--- config.mk ---
export PLATFORM = sky130hd
export DESIGN_NAME = core_msg_sender
export DESIGN_NICKNAME = d
export VERILOG_FILES = /design/src/rtl/core_msg_pkg.sv /design/src/rtl/msg_cmd_decode.sv /design/src/rtl/msg_byte_merge.sv /design/src/rtl/msg_seq.sv /design/src/rtl/core_msg_sender.sv
export SDC_FILE = /design/constraint.sdc
export NUM_CORES = 1
export LEC_CHECK = 0
export CELL_PAD_IN_SITES_DETAIL_PLACEMENT = 1
export CELL_PAD_IN_SITES_GLOBAL_PLACEMENT = 1
export CORE_MARGIN = 3
export CORE_UTILIZATION = 34
export CTS_BUF_LIST = sky130_fd_sc_hd__clkbuf_16
export CTS_CLUSTER_DIAMETER = 40
export DETAILED_ROUTE_END_ITERATION = 8
export GPL_TIMING_DRIVEN = 0
export HOLD_SLACK_MARGIN = 0.15
export PLACE_DENSITY_LB_ADDON = 0.1
export SETUP_SLACK_MARGIN = 0.4
export SYNTH_ARGS = -nofsm -noshare
export SYNTH_HDL_FRONTEND = slang
export SYNTH_SLANG_ARGS = --single-unit
--- constraint.sdc ---
create_clock -name clk -period 2 [get_ports clk]
set_clock_uncertainty 0.15 [all_clocks]
set_input_delay 0.2 -clock clk [delete_from_list [all_inputs] [get_ports clk]]
set_output_delay 0.2 -clock clk [all_outputs]
set_load 0.005 [all_outputs]
--- src/rtl/core_msg_pkg.sv ---
package core_msg_pkg;

   typedef enum logic [1:0] {
      KIND_INT  = 2'd0,
      KIND_MAIL = 2'd1,
      KIND_ANY  = 2'd2,
      KIND_RSVD = 2'd3
   } msg_kind_e;

   typedef enum logic [2:0] {
      ST_IDLE  = 3'd0,
      ST_READ  = 3'd1,
      ST_MERGE = 3'd2,
      ST_WRITE = 3'd3,
      ST_DONE  = 3'd4
   } seq_state_e;

   // fixed field positions inside the 64-bit command word
   localparam int CMD_W      = 64;
   localparam int CORE_LSB   = 16;
   localparam int KEEP_LSB   = 27;
   localparam int KEEP_W     = 4;
   localparam int PAY_LSB    = 32;
   localparam int VEC_W      = 5;

endpackage

--- src/rtl/msg_cmd_decode.sv ---
module msg_cmd_decode
   import core_msg_pkg::*;
#(
   parameter int                NUM_CORES = 16,
   parameter int                CORE_W    = 10,
   parameter int                ADDR_W    = 16,
   parameter int                WORD_W    = 32,
   parameter logic [ADDR_W-1:0] SET_ADDR  = 16'h1008,
   parameter logic [ADDR_W-1:0] MBOX_BASE = 16'h1020
) (
   input  logic [1:0]        kind,
   input  logic              wide,
   input  logic [CMD_W-1:0]  cmd,
   output logic [CORE_W-1:0] core,
   output logic [ADDR_W-1:0] addr,
   output logic [KEEP_W-1:0] keep,
   output logic [WORD_W-1:0] payload,
   output logic [WORD_W-1:0] vec_word,
   output logic              is_int,
   output logic              bad
);

   localparam logic [CORE_W:0] CORE_LIMIT = (CORE_W+1)'(NUM_CORES);

   logic unused_cmd_bits;
   assign unused_cmd_bits = ^{cmd[26], cmd[31]};

   msg_kind_e kind_e;
   assign kind_e   = msg_kind_e'(kind);

   assign core     = cmd[CORE_LSB +: CORE_W];
   assign payload  = cmd[PAY_LSB +: WORD_W];
   assign vec_word = WORD_W'(1) << cmd[VEC_W-1:0];
   assign is_int   = (kind_e == KIND_INT);
   assign keep     = is_int ? '0 : cmd[KEEP_LSB +: KEEP_W];

   always_comb begin
      unique case (kind_e)
         KIND_INT:  addr = SET_ADDR;
         KIND_MAIL: addr = MBOX_BASE + ADDR_W'({cmd[4:2], 2'b00});
         KIND_ANY:  addr = cmd[ADDR_W-1:0];
         default:   addr = '0;
      endcase
   end

   logic kind_bad, width_bad, core_bad;
   assign kind_bad  = (kind_e == KIND_RSVD);
   assign width_bad = !wide && !is_int;
   assign core_bad  = ({1'b0, core} >= CORE_LIMIT);
   assign bad       = kind_bad || width_bad || core_bad;

endmodule

--- src/rtl/msg_byte_merge.sv ---
module msg_byte_merge #(
   parameter int WORD_W = 32,
   parameter int BYTES  = WORD_W / 8
) (
   input  logic [WORD_W-1:0] old_word,
   input  logic [WORD_W-1:0] new_word,
   input  logic [BYTES-1:0]  keep,
   output logic [WORD_W-1:0] merged
);

   for (genvar b = 0; b < BYTES; b++) begin : g_lane
      assign merged[8*b +: 8] = keep[b] ? old_word[8*b +: 8] : new_word[8*b +: 8];
   end

endmodule

--- src/rtl/msg_seq.sv ---
module msg_seq
   import core_msg_pkg::*;
#(
   parameter int CORE_W = 10,
   parameter int ADDR_W = 16,
   parameter int WORD_W = 32
) (
   input  logic              clk,
   input  logic              rst_n,
   input  logic              cmd_valid,
   input  logic              dec_bad,
   input  logic              dec_is_int,
   input  logic [KEEP_W-1:0] dec_keep,
   input  logic [CORE_W-1:0] dec_core,
   input  logic [ADDR_W-1:0] dec_addr,
   input  logic [WORD_W-1:0] dec_payload,
   input  logic [WORD_W-1:0] dec_vec,
   input  logic [WORD_W-1:0] merged,
   output logic [WORD_W-1:0] old_q,
   output logic [WORD_W-1:0] payload_q,
   output logic [KEEP_W-1:0] keep_q,
   input  logic              rsp_valid,
   input  logic [WORD_W-1:0] rsp_rdata,
   output logic              req_valid,
   output logic              req_write,
   output logic [CORE_W-1:0] req_core,
   output logic [ADDR_W-1:0] req_addr,
   output logic [WORD_W-1:0] req_wdata,
   output logic              busy,
   output logic              done,
   output logic              err,
   output logic              irq_raise,
   output logic [CORE_W-1:0] irq_core
);

   seq_state_e        state_q;
   logic [CORE_W-1:0] core_q;
   logic [ADDR_W-1:0] addr_q;
   logic [WORD_W-1:0] wdata_q;
   logic              int_q;
   logic              err_q;
   logic              accept;

   assign accept = cmd_valid && (state_q == ST_IDLE);

   always_ff @(posedge clk or negedge rst_n) begin
      if (!rst_n) begin
         state_q   <= ST_IDLE;
         core_q    <= '0;
         addr_q    <= '0;
         wdata_q   <= '0;
         old_q     <= '0;
         payload_q <= '0;
         keep_q    <= '0;
         int_q     <= 1'b0;
         err_q     <= 1'b0;
      end else begin
         err_q <= accept && dec_bad;
         unique case (state_q)
            ST_IDLE: begin
               if (accept && !dec_bad) begin
                  core_q    <= dec_core;
                  addr_q    <= dec_addr;
                  payload_q <= dec_payload;
                  keep_q    <= dec_keep;
                  int_q     <= dec_is_int;
                  old_q     <= '0;
                  if (dec_is_int) begin
                     wdata_q <= dec_vec;
                     state_q <= ST_WRITE;
                  end else if (dec_keep != '0) begin
                     state_q <= ST_READ;
                  end else begin
                     state_q <= ST_MERGE;
                  end
               end
            end
            ST_READ: begin
               if (rsp_valid) begin
                  old_q   <= rsp_rdata;
                  state_q <= ST_MERGE;
               end
            end
            ST_MERGE: begin
               wdata_q <= merged;
               state_q <= ST_WRITE;
            end
            ST_WRITE: begin
               if (rsp_valid) state_q <= ST_DONE;
            end
            ST_DONE:  state_q <= ST_IDLE;
            default:  state_q <= ST_IDLE;
         endcase
      end
   end

   assign req_valid = (state_q == ST_READ) || (state_q == ST_WRITE);
   assign req_write = (state_q == ST_WRITE);
   assign req_core  = core_q;
   assign req_addr  = addr_q;
   assign req_wdata = wdata_q;
   assign busy      = (state_q != ST_IDLE);
   assign done      = (state_q == ST_DONE);
   assign err       = err_q;
   assign irq_raise = done && int_q;
   assign irq_core  = core_q;

endmodule

--- src/rtl/core_msg_sender.sv ---
module core_msg_sender
   import core_msg_pkg::*;
#(
   parameter int                NUM_CORES = 16,
   parameter int                CORE_W    = 10,
   parameter int                ADDR_W    = 16,
   parameter int                WORD_W    = 32,
   parameter logic [ADDR_W-1:0] SET_ADDR  = 16'h1008,
   parameter logic [ADDR_W-1:0] MBOX_BASE = 16'h1020
) (
   input  logic              clk,
   input  logic              rst_n,
   input  logic              cmd_valid,
   input  logic [1:0]        cmd_kind,
   input  logic              cmd_wide,
   input  logic [63:0]       cmd_data,
   output logic              busy,
   output logic              done,
   output logic              err,
   output logic              irq_raise,
   output logic [CORE_W-1:0] irq_core,
   output logic              req_valid,
   output logic              req_write,
   output logic [CORE_W-1:0] req_core,
   output logic [ADDR_W-1:0] req_addr,
   output logic [WORD_W-1:0] req_wdata,
   input  logic              rsp_valid,
   input  logic [WORD_W-1:0] rsp_rdata
);

   localparam int BYTES = WORD_W / 8;

   if (WORD_W != PAY_LSB) begin : g_bad_word
      $error("WORD_W must equal the payload width of the command");
   end
   if (BYTES != KEEP_W) begin : g_bad_keep
      $error("keep mask width must match the number of bytes");
   end
   if (CORE_W < 1 || CORE_W > KEEP_LSB - CORE_LSB - 1) begin : g_bad_core_w
      $error("CORE_W does not fit the command core field");
   end
   if (NUM_CORES < 1 || NUM_CORES > (1 << CORE_W)) begin : g_bad_cores
      $error("NUM_CORES out of range for CORE_W");
   end
   if (ADDR_W != 16) begin : g_bad_addr
      $error("ADDR_W must be 16");
   end

   logic [CORE_W-1:0] dec_core;
   logic [ADDR_W-1:0] dec_addr;
   logic [KEEP_W-1:0] dec_keep;
   logic [WORD_W-1:0] dec_payload;
   logic [WORD_W-1:0] dec_vec;
   logic              dec_is_int;
   logic              dec_bad;
   logic [WORD_W-1:0] old_q;
   logic [WORD_W-1:0] payload_q;
   logic [KEEP_W-1:0] keep_q;
   logic [WORD_W-1:0] merged;

   msg_cmd_decode #(
      .NUM_CORES (NUM_CORES),
      .CORE_W    (CORE_W),
      .ADDR_W    (ADDR_W),
      .WORD_W    (WORD_W),
      .SET_ADDR  (SET_ADDR),
      .MBOX_BASE (MBOX_BASE)
   ) i_decode (
      .kind     (cmd_kind),
      .wide     (cmd_wide),
      .cmd      (cmd_data),
      .core     (dec_core),
      .addr     (dec_addr),
      .keep     (dec_keep),
      .payload  (dec_payload),
      .vec_word (dec_vec),
      .is_int   (dec_is_int),
      .bad      (dec_bad)
   );

   msg_byte_merge #(
      .WORD_W (WORD_W),
      .BYTES  (BYTES)
   ) i_merge (
      .old_word (old_q),
      .new_word (payload_q),
      .keep     (keep_q),
      .merged   (merged)
   );

   msg_seq #(
      .CORE_W (CORE_W),
      .ADDR_W (ADDR_W),
      .WORD_W (WORD_W)
   ) i_seq (
      .clk         (clk),
      .rst_n       (rst_n),
      .cmd_valid   (cmd_valid),
      .dec_bad     (dec_bad),
      .dec_is_int  (dec_is_int),
      .dec_keep    (dec_keep),
      .dec_core    (dec_core),
      .dec_addr    (dec_addr),
      .dec_payload (dec_payload),
      .dec_vec     (dec_vec),
      .merged      (merged),
      .old_q       (old_q),
      .payload_q   (payload_q),
      .keep_q      (keep_q),
      .rsp_valid   (rsp_valid),
      .rsp_rdata   (rsp_rdata),
      .req_valid   (req_valid),
      .req_write   (req_write),
      .req_core    (req_core),
      .req_addr    (req_addr),
      .req_wdata   (req_wdata),
      .busy        (busy),
      .done        (done),
      .err         (err),
      .irq_raise   (irq_raise),
      .irq_core    (irq_core)
   );

endmodule

After elaboration in Yosys (flattened, before gate mapping)

Cells that the tools add are included.

Add/subtract/negate cells: 1
Order comparisons: 1
Eq/ne operators: 11
Shift-type cells: 1
Mux-type cells: 18
Reductions and logical operators: 21

Operators with widths:

| cell                                                                    | number |
|---|---|
| 32-bit 2-to-1 mux                                                       | 4 |
| 32-bit case mux with 2 select lines                                     | 2 |
| 16-bit case mux with 3 select lines                                     | 1 |
| 8-bit 2-to-1 mux                                                        | 4 |
| 1-bit by 5-bit << shifter with 32-bit output (first input constant)     | 1 |
| 13-bit by 5-bit adder with 14-bit output (first input constant)         | 1 |
| 3-bit 2-to-1 mux                                                        | 4 |
| 3-bit case mux with 4 select lines                                      | 1 |
| 10-bit by 5-bit >= comparator with 1-bit output (second input constant) | 1 |
| 3-bit AND reduction                                                     | 3 |
| 3-bit by 2-bit == test with 1-bit output (second input constant)        | 2 |
| 2-bit != test (second input constant)                                   | 3 |
| 1-bit logical AND                                                       | 5 |
| 2-bit == test (second input constant)                                   | 2 |
| 4-bit 2-to-1 mux                                                        | 1 |
| 2-bit nonzero test                                                      | 2 |
| 4-bit nonzero test                                                      | 1 |
| 3-bit by 1-bit == test with 1-bit output (second input constant)        | 1 |
| 3-bit == test (second input constant)                                   | 1 |
| 1-bit logical NOT                                                       | 3 |
| 3-bit logical NOT                                                       | 1 |
| 1-bit logical OR                                                        | 3 |
| 3-bit nonzero test                                                      | 1 |
| 2-bit by 1-bit == test with 1-bit output (second input constant)        | 1 |
| other kinds (4)                                                         | 4 |

Register bits: 131
Bits of input ports: 103
Output and inout port bits: 74
Logic and storage cells: 62

Depth between registers and ports, before layout

Gate-level depths: netlist of run 1.

Depth after elaboration: 9
Gate-level depth with buffers: 7
Gate-level depth less buffers: 4

Cells and area by module

From an unflattened synthesis of run 1, not the netlist that was laid out.

Cell total of the unflattened synthesis: 542
Area, all modules: 6806.5 um^2

By module, submodules not included:

| module         | instances | cells an instance | area each (um^2) | seq. area each (um^2) |
|---|---|---|---|---|
| msg_seq        | 1         | 385               | 5559.1           | 3278.1 |
| msg_cmd_decode | 1         | 121               | 721.9            | 0.0 |
| msg_byte_merge | 1         | 36                | 525.5            | 0.0 |

Least setup slack after synthesis of run 1

No wires, ideal clock.

Kind: reg2reg
Start point: register i_seq.state_q[1]
End point: register i_seq.core_q[0], in the netlist i_seq.irq_core[0]
Library setup time: 0.128 ns
Arrival: 1.730 ns
Required time: 1.722 ns
Setup slack: -0.007 ns
Stages on the path, launching flop included: 8
Path buffers: 3
Clock period less this slack: 2.007 ns
Cells stage by stage: dfrtp_1 -> clkbuf_1 -> nor3_4 -> inv_2 -> nor3_1 -> buf_2 -> buf_4 -> mux2_1

Longest elaborated chain between the ends: 4

Ends and longest elaborated chain:

| element                         | line                         | source |
|---|---|---|
| start, declared                 | msg_seq.sv:36                | `seq_state_e state_q;` |
| start signal, assigned          | msg_seq.sv:48                | `state_q <= ST_IDLE;` |
| start signal, assigned          | msg_seq.sv:70                | `state_q <= ST_WRITE;` |
| start signal, assigned          | msg_seq.sv:72                | `state_q <= ST_READ;` |
| 3-bit logical NOT *             | msg_seq.sv:44, msg_seq.sv:59 |  |
| 1-bit logical AND               | msg_seq.sv:44                | `assign accept = cmd_valid && (state_q == ST_IDLE);` |
| 1-bit logical AND               | msg_seq.sv:61                | `if (accept && !dec_bad) begin` |
| 2-bit AND reduction (no line) * | n/a                          |  |
| end signal, assigned            | msg_seq.sv:62                | `core_q <= dec_core;` |
| end, declared                   | msg_seq.sv:37                | `logic [CORE_W-1:0] core_q;` |

Mark *: on every way between the ends. The rest lies on a longest branch, timed or not.
A chain may end at the register's enable or synchronous reset.

Final worst setup path of run 1

Start point: register i_seq.state_q[2]
End point: register i_seq.wdata_q[31], in the netlist i_seq.req_wdata[31]

Longest elaborated chain between the ends: 5
Elaborated cells between the ends (all ways): 9
Those cells by class: eq/ne: 3; mux: 1; reduce/logical: 5

Ends and longest elaborated chain:

| element                       | line                         | source |
|---|---|---|
| 3-bit logical NOT             | msg_seq.sv:44, msg_seq.sv:59 |  |
| 1-bit logical AND             | msg_seq.sv:44                |  |
| 1-bit logical AND             | msg_seq.sv:61                |  |
| 2-bit != test (no line)       | n/a                          |  |
| 3-bit AND reduction (no line) | n/a                          |  |
| end signal, assigned          | msg_seq.sv:69                | `wdata_q <= dec_vec;` |
| end signal, assigned          | msg_seq.sv:85                | `wdata_q <= merged;` |
| end, declared                 | msg_seq.sv:39                | `logic [WORD_W-1:0] wdata_q;` |

Several ways; a longest one is shown, not always the timed one.

==> impl_metrics.tcl, run 1 <==
set metrics [dict create \
    synth.area.mux_share_pct 22.5 \
    synth_area_mm2 0.00626 \
    netlist_top_cells_count "131 x dfrtp_1, 52 x nand2_1, 50 x mux2i_1" \
    power_per_cell_area_mw_per_mm2 1220 \
    worst_pin_slew_ns 0.864 \
    cts_tree "done" \
    io_buffers 172 \
    dr.pass1.iters 5 \
    synth_most_common_cell "dfrtp_1" \
    cts.reportedPaths.clkPinSlew_ns 0.06 \
    antenna_found_initial 0 \
    setup_slack_ns -0.113 \
    fin_cells 1026 \
    layout.nets 887 \
    drt-total-wl_um 22400 \
    hold-worst-slack_ns 0.177 \
    fin_area_mm2 0.0103 \
    syn_area_per_cell_um2 11.9 \
    reg2reg_depth 7 \
    grt_pass1_wl_um 34200 \
    final-hold-violation-count 0 \
    gp_congestion 0.770 \
    timing.fmax_mhz 473 \
    ys_warn_count 0 \
    insertion_delay_ns 0.42 \
    rsz0062_at_grt "true" \
    yosys_most_used_dff "dfrtp_1" \
    cts_buffers 17 \
    r2r_start "i_seq.state_q[2]" \
    htree_levels 4 \
    clock_sinks 131 \
    yosysSeqAreaShare_pct 52.3 \
    ant_nets 0 \
    cp-start-kind "flip-flop" \
    n_fill_cell 1834 \
    path_max_fanout 10 \
    area_delta_synth_final_pct 64.3 \
    end_kind "flip-flop" \
    fin_util_pct 57.1 \
    hpwlAfterDp_um 13900 \
    regToRegSetupSlack_ns -0.11 \
    fp-row-count 49 \
    synth-seq-cells 131 \
    synth_edf_count 0 \
    yosys.area.top_type "dfrtp_1" \
    drt-initial-drc-count 151 \
    dp.cells 929 \
    max_slew_margin_pct 42.4 \
    slew_violations 0 \
    synth-compound-area-share_pct 11.0 \
    fp.coreArea_mm2 0.0180 \
    netlist_top_cells_area "dfrtp_1 52%, mux2i_1 8.0%, mux2_4 7.2%" \
    synthCells 527 \
    grt_overflow_total 0 \
    clockRootBuffer "clkbuf_16" \
    setup_violations 70 \
    min_period_ns 2.11 \
    cp_data_arrival_time_ns 2.27 \
    synth_top_family_by_area "multiplexers" \
    synth-xor-area-share_pct 0.280 \
    synth.net_count 630 \
    drcViolationCount 0 \
    required_ns 2.15 \
    drive_gt1_share_pct 33.4 \
    start_util_pct 34.8 \
    timing.rr.end "i_seq.req_wdata[31]" \
    routed_via_density 5.12 \
    synth_simple_gate_area_share_pct 7.63 \
    violations "negative setup slack" \
    power_leakage_uw 0.00497 \
    outcome "finished with violations" \
    ios 177 \
    vdd_ir_drop_max_mv 0.708 \
    synth_cell_type_count 45 \
    cap_violations 0 \
    path_class "flip-flop to flip-flop" \
    route.detailed.wl_per_inst_um 21.9 \
    netlist.area_leader.share_pct 52.3 \
    n_antenna_cell 0 \
    multi_input_area_mm2 0.00302 \
    holdCritPathClass "input pin to async pin" \
    seq_area_mm2 0.00328 \
    crit_start "i_seq.state_q[2]" \
    die_x_um 142 \
    timing.final.crit_share_pct 106 \
    report.power.total_uw 12500 \
    cts_max_path_buffers 2 \
    placed_area_mm2 0.00839 \
    grt_usage_pct 22.1 \
    grt_pass1_vias 5842 \
    vias 5257 \
    async_flop_share_pct 100 \
    synth_adder_area_share_pct 0.160 \
    die_h_um 142 \
    grt_max_degree 69 \
    die-area_mm2 0.0201 \
]
-- cells by family (layout without fill, tap and decap cells) --
kind of cell               after synthesis  after routing
AOI/OAI and AO/OA                      106            106
xor gates and xnor gates                 2              2
adders and majority gates                1              1
buffers and inverters                   74            344
DFF                                    131            131
muxes                                  121            121
and+or+nand+nor                         92             92
-- through the flow --
stage / setup WS, ns / TNS, ns
after global routing: -0.151 / -9.57
after detailed placement: -0.635 / -65.11
after global placement: -4.70 / -672.00
after CTS: -0.0609 / -1.44
final: -0.113 / -3.90
after floorplan: 0.140 / 0
-- worst max-delay path, cell delays in order, from the launching register on --
cell     delay [ns]
dfrtp_1        0.37
buf_6          0.13
or3b_4         0.44
buf_6          0.14
o41ai_4        0.05
buf_6          0.23
buf_12         0.17
mux2_4         0.30
-- cell usage in the layout, fill, tap and decap left out, types with 3 or more instances in the layout --
cell and count:
dlygate4sd2_1 70, dfrtp_1 131, o21ai_0 4, buf_12 10, inv_1 22, a22oi_2 32
clkinv_4 5, bufinv_16 3, o22ai_1 31, clkbuf_2 7, nor3_4 3, mux2_4 70
buf_4 39, nand2_1 52, nor2b_1 4, mux2i_1 50, buf_6 27, buf_1 5
o21ai_1 32, clkdlybuf4s50_1 96, nor2_1 4, buf_16 6, nor2b_4 4, clkbuf_1 5
clkbuf_16 26, clkinvlp_4 3, nand4b_1 3, buf_8 7
-- registers in the layout, summed over array words and instances, names as in the netlist --
register,count
i_seq.req_wdata,32
i_seq.old_q,32
i_seq.state_q,3
i_seq.keep_q,4
i_seq.req_addr,16
i_seq.payload_q,32
i_seq.irq_core,10
i_seq.int_q,1
i_seq.err,1
-- what timing repair did --
item | CTS | global route
gates cloned | 9 | 2
resized for setup | 232 | 33
buffers inserted | 37 | 13
endpoints found under the setup margin | 203 | 135
hold buffers | 4 | 0
endpoints found under the hold margin | 125 | 0
pin swaps | 44 | 9
-- report_power, final --
group	switching, µW	internal [µW]	leakage, µW
combinational	2380	3110	0.00302
sequential	500	3280	0.00166
clock	1290	1970	0.000290
total	4170	8360	0.00497
-- per-layer routing --
| metal | wire [µm] | up-vias | GRT usage (%) | share of wire (%) |
|---|---|---|---|---|
| li1 | - | 2388 | - | - |
| met1 | 9660 | 2705 | 28.5 | 43 |
| met5 | 0 | - | 0 | 0 |
| met2 | 11600 | 148 | 38.7 | 52 |
| met4 | 233 | 0 | 5.40 | 1.0 |
| met3 | 959 | 16 | 3.94 | 4.3 |
-- cell type report --
type	instances	share of cell area [%]
well taps	229	2.78
clock buffers	17	4.13
flip-flops and latches	131	31.8
plain buffers	50	5.20
clock inverters	15	1.79
multi-input cells	322	29.3
inverters	24	0.899
repair buffers	238	24.0
-- how the worst max path moves through the flow --
| stage | slack [ns] | depth (start not counted) | endpoint |
|---|---|---|---|
| final | -0.11 | 7 | i_seq.req_wdata[31] |
| after global routing | -0.15 | 7 | i_seq.req_wdata[31] |
| after CTS | -0.06 | 7 | i_seq.req_wdata[13] |
| after detailed placement | -0.64 | 6 | i_seq.old_q[4] |
| after global placement | -4.70 | 1 | i_seq.payload_q[17] |
| after floorplan | 0.14 | 7 | i_seq.payload_q[0] |
Power figures use the tool's default switching activity.
==> run 2, diff against run 1 <==
--- a/config.mk
+++ b/config.mk
@@ -8,7 +8,7 @@
 export CELL_PAD_IN_SITES_DETAIL_PLACEMENT = 1
 export CELL_PAD_IN_SITES_GLOBAL_PLACEMENT = 1
 export CORE_MARGIN = 3
-export CORE_UTILIZATION = 34
+export CORE_UTILIZATION = 40
 export CTS_BUF_LIST = sky130_fd_sc_hd__clkbuf_16
 export CTS_CLUSTER_DIAMETER = 40
 export DETAILED_ROUTE_END_ITERATION = 8
==> constraint.sdc (replaced) <==
create_clock -name clk -period 2.65 [get_ports clk]
set_clock_uncertainty 0.15 [all_clocks]
set_input_delay 0.265 -clock clk [delete_from_list [all_inputs] [get_ports clk]]
set_output_delay 0.265 -clock clk [all_outputs]
set_load 0.005 [all_outputs]
==> run 2 against run 1 <==
The flow now finishes without violations. Flip-flop and latch count stayed put. Non-clock buffer count is 56 lower. Register-to-register slack better by 0.60 ns. First-iteration DRC count is 60% higher. Die area is 14% lower. Critical path depth stayed put. Wire length is 13% lower. Via count is 5.3% lower. Sequential share of layout area is 4.6 points higher. Final area is 13% lower. Count of clock-buffer cells in the layout stayed put. Critical endpoint is now i_seq.req_wdata[24]. Largest power group unchanged.
==> impl_metrics.tcl, run 2 (synthesis gave the netlist of run 1 again) <==
set metrics [dict create \
    setup_violations 0 \
    htree_levels 4 \
    min_period_ns 2.20 \
    start_util_pct 41.1 \
    cts_max_path_buffers 2 \
    end_kind "flip-flop" \
    layout_commonest_cell "clkdlybuf4s50_1" \
    timing.fmax_mhz 455 \
    max_slew_margin_pct 50.6 \
    fin_util_pct 59.0 \
    layout.nets 831 \
    rsz0062_at_grt "false" \
    top_layer "met4" \
    insertion_delay_ns 0.42 \
    power_leakage_uw 0.00424 \
    die_x_um 131 \
    cts_tree "done" \
    antenna_found_initial 0 \
    power_per_cell_area_mw_per_mm2 913 \
    cp.depth 7 \
    fp.coreArea_mm2 0.0153 \
    dr.pass1.iters 4 \
    path_class "input pin to flip-flop" \
    crit_chain "clkdlybuf4s50_1 -> nor4_4 -> nand3_2 -> o41ai_4 -> buf_4 -> buf_6 -> mux2_4" \
    vias 4977 \
    clock_sinks 131 \
    crit_buf_inv 3 \
    timing.final.crit_share_pct 82.9 \
    drcViolationCount 0 \
    die_h_um 131 \
    holdCritPathClass "input pin to flip-flop" \
    hpwlAfterDp_um 14000 \
    io_buffers 172 \
    grt_pass1_vias 5665 \
    fin_tns_setup_ns 0 \
    grt_usage_pct 23.2 \
    slowest_delay_ns 0.45 \
    n_antenna_cell 0 \
    grt_max_degree 68 \
    holdPathStages 3 \
    clockRootBuffer "clkbuf_16" \
    final-hold-violation-count 0 \
    route.detailed.wl_per_inst_um 20.5 \
    gp_congestion 0.827 \
    final_cell_mix "170 x clkdlybuf4s50_1, 131 x dfrtp_1, 52 x nand2_1" \
    required_ns 2.80 \
    drt-total-wl_um 19600 \
    seq_area_mm2 0.00328 \
    drive_gt1_share_pct 16.1 \
    cts.reportedPaths.clkPinSlew_ns 0.06 \
    ios 177 \
    n_fill_cell 1577 \
    met3_length_um 1320 \
    routed_via_density 5.23 \
    ant_nets 0 \
    die-area_mm2 0.0172 \
    path_max_fanout 10 \
    crit_family "buffers and inverters" \
    m1WireLength_um 8310 \
    vdd_ir_drop_max_mv 0.468 \
    wl_met2_um 9500 \
    worst_pin_slew_ns 0.741 \
    multi_input_area_mm2 0.00265 \
    drt-initial-drc-count 241 \
    area_delta_synth_final_pct 43.8 \
    reg2reg_depth 7 \
    cap_violations 0 \
    cp_data_arrival_time_ns 2.35 \
    grt_pass1_wl_um 31700 \
    outcome "finished clean" \
    cts_buffers 17 \
    fp-row-count 45 \
    slew_violations 0 \
    cp-start-kind "input pin" \
    grt_overflow_total 0 \
    slowest_stage "clkdlybuf4s50_1" \
]
[run 2: changes by cell type in the layout (fill, tap and decap cells not counted), sizes merged]
cell,previous run,this run
buf,96,45
clkbuf,39,32
clkdlybuf4s50,96,170
clkinv,7,6
dlygate4sd2,70,0
dlygate4sd3,2,1
dlymetal6s2s,0,1
dlymetal6s4s,2,0
inv,26,27
[run 2: per-stage QoR]
| step | cells | setup WS [ns] | area [µm²] | power [µW] | hold WS (ns) |
|---|---|---|---|---|---|
| floorplan | 527 | 0.643 | 6260 | 4550 | -0.181 |
| global placement | 910 | -4.12 | 8250 | 5560 | 0.320 |
| detailed placement | 911 | -0.0914 | 8280 | 5750 | 0.163 |
| CTS | 946 | 0.368 | 8910 | 8170 | 0.160 |
| global route | 952 | 0.382 | 9010 | 8690 | 0.210 |
| finish | 952 | 0.453 | 9010 | 8220 | 0.164 |
[run 2: metal layers]
layer | vias to the layer above | track usage, %
li1 | 2268 | -
met1 | 2504 | 29.7
met2 | 173 | 37.9
met3 | 32 | 6.89
met4 | 0 | 8.05
met5 | - | 0
[run 2: power breakdown]
part           switching [µW]  internal, µW  total (µW)
Sequential                344          2480        2820
Combinational            1490          1580        3070
Clock                     873          1450        2320
[run 2: tightest hold or removal path, cell delays in order]
cell	delay, ns
clkbuf_1	0.17
o21ai_0	0.11
mux2_2	0.15
[run 2: final cells by class]
| class | instances | area share [%] |
|---|---|---|
| buffer | 50 | 3.60 |
| inverter | 24 | 1.00 |
| sequential | 131 | 36.4 |
| clock buffer | 17 | 4.72 |
| multi-input combinational | 322 | 29.4 |
| tap | 211 | 2.93 |
| clock inverter | 15 | 1.67 |
| timing repair buffer | 182 | 20.2 |
[run 2: worst paths after layout]
check | from | endpoint | slack (ns)
max reg2reg | i_seq.state_q[1] | i_seq.irq_core[1] | 0.49
min | cmd_kind[1] | i_seq.req_addr[12] | 0.16
max | cmd_data[25] | i_seq.req_wdata[24] | 0.45
min in group asynchronous | rst_n | i_seq.req_addr[7] | 0.25
min reg2reg | i_seq.payload_q[9] | i_seq.payload_q[9] | 0.34
max in group asynchronous | rst_n | i_seq.old_q[15] | 1.32
[run 2: repair_timing]
item | 4_1_cts | 5_1_grt
endpoints found under the setup margin | 125 | 84
buffers inserted | 2 | 6
pin swaps | 3 | 4
resized for setup | 13 | 21
hold endpoints to repair | 66 | 0
hold buffers | 1 | 0
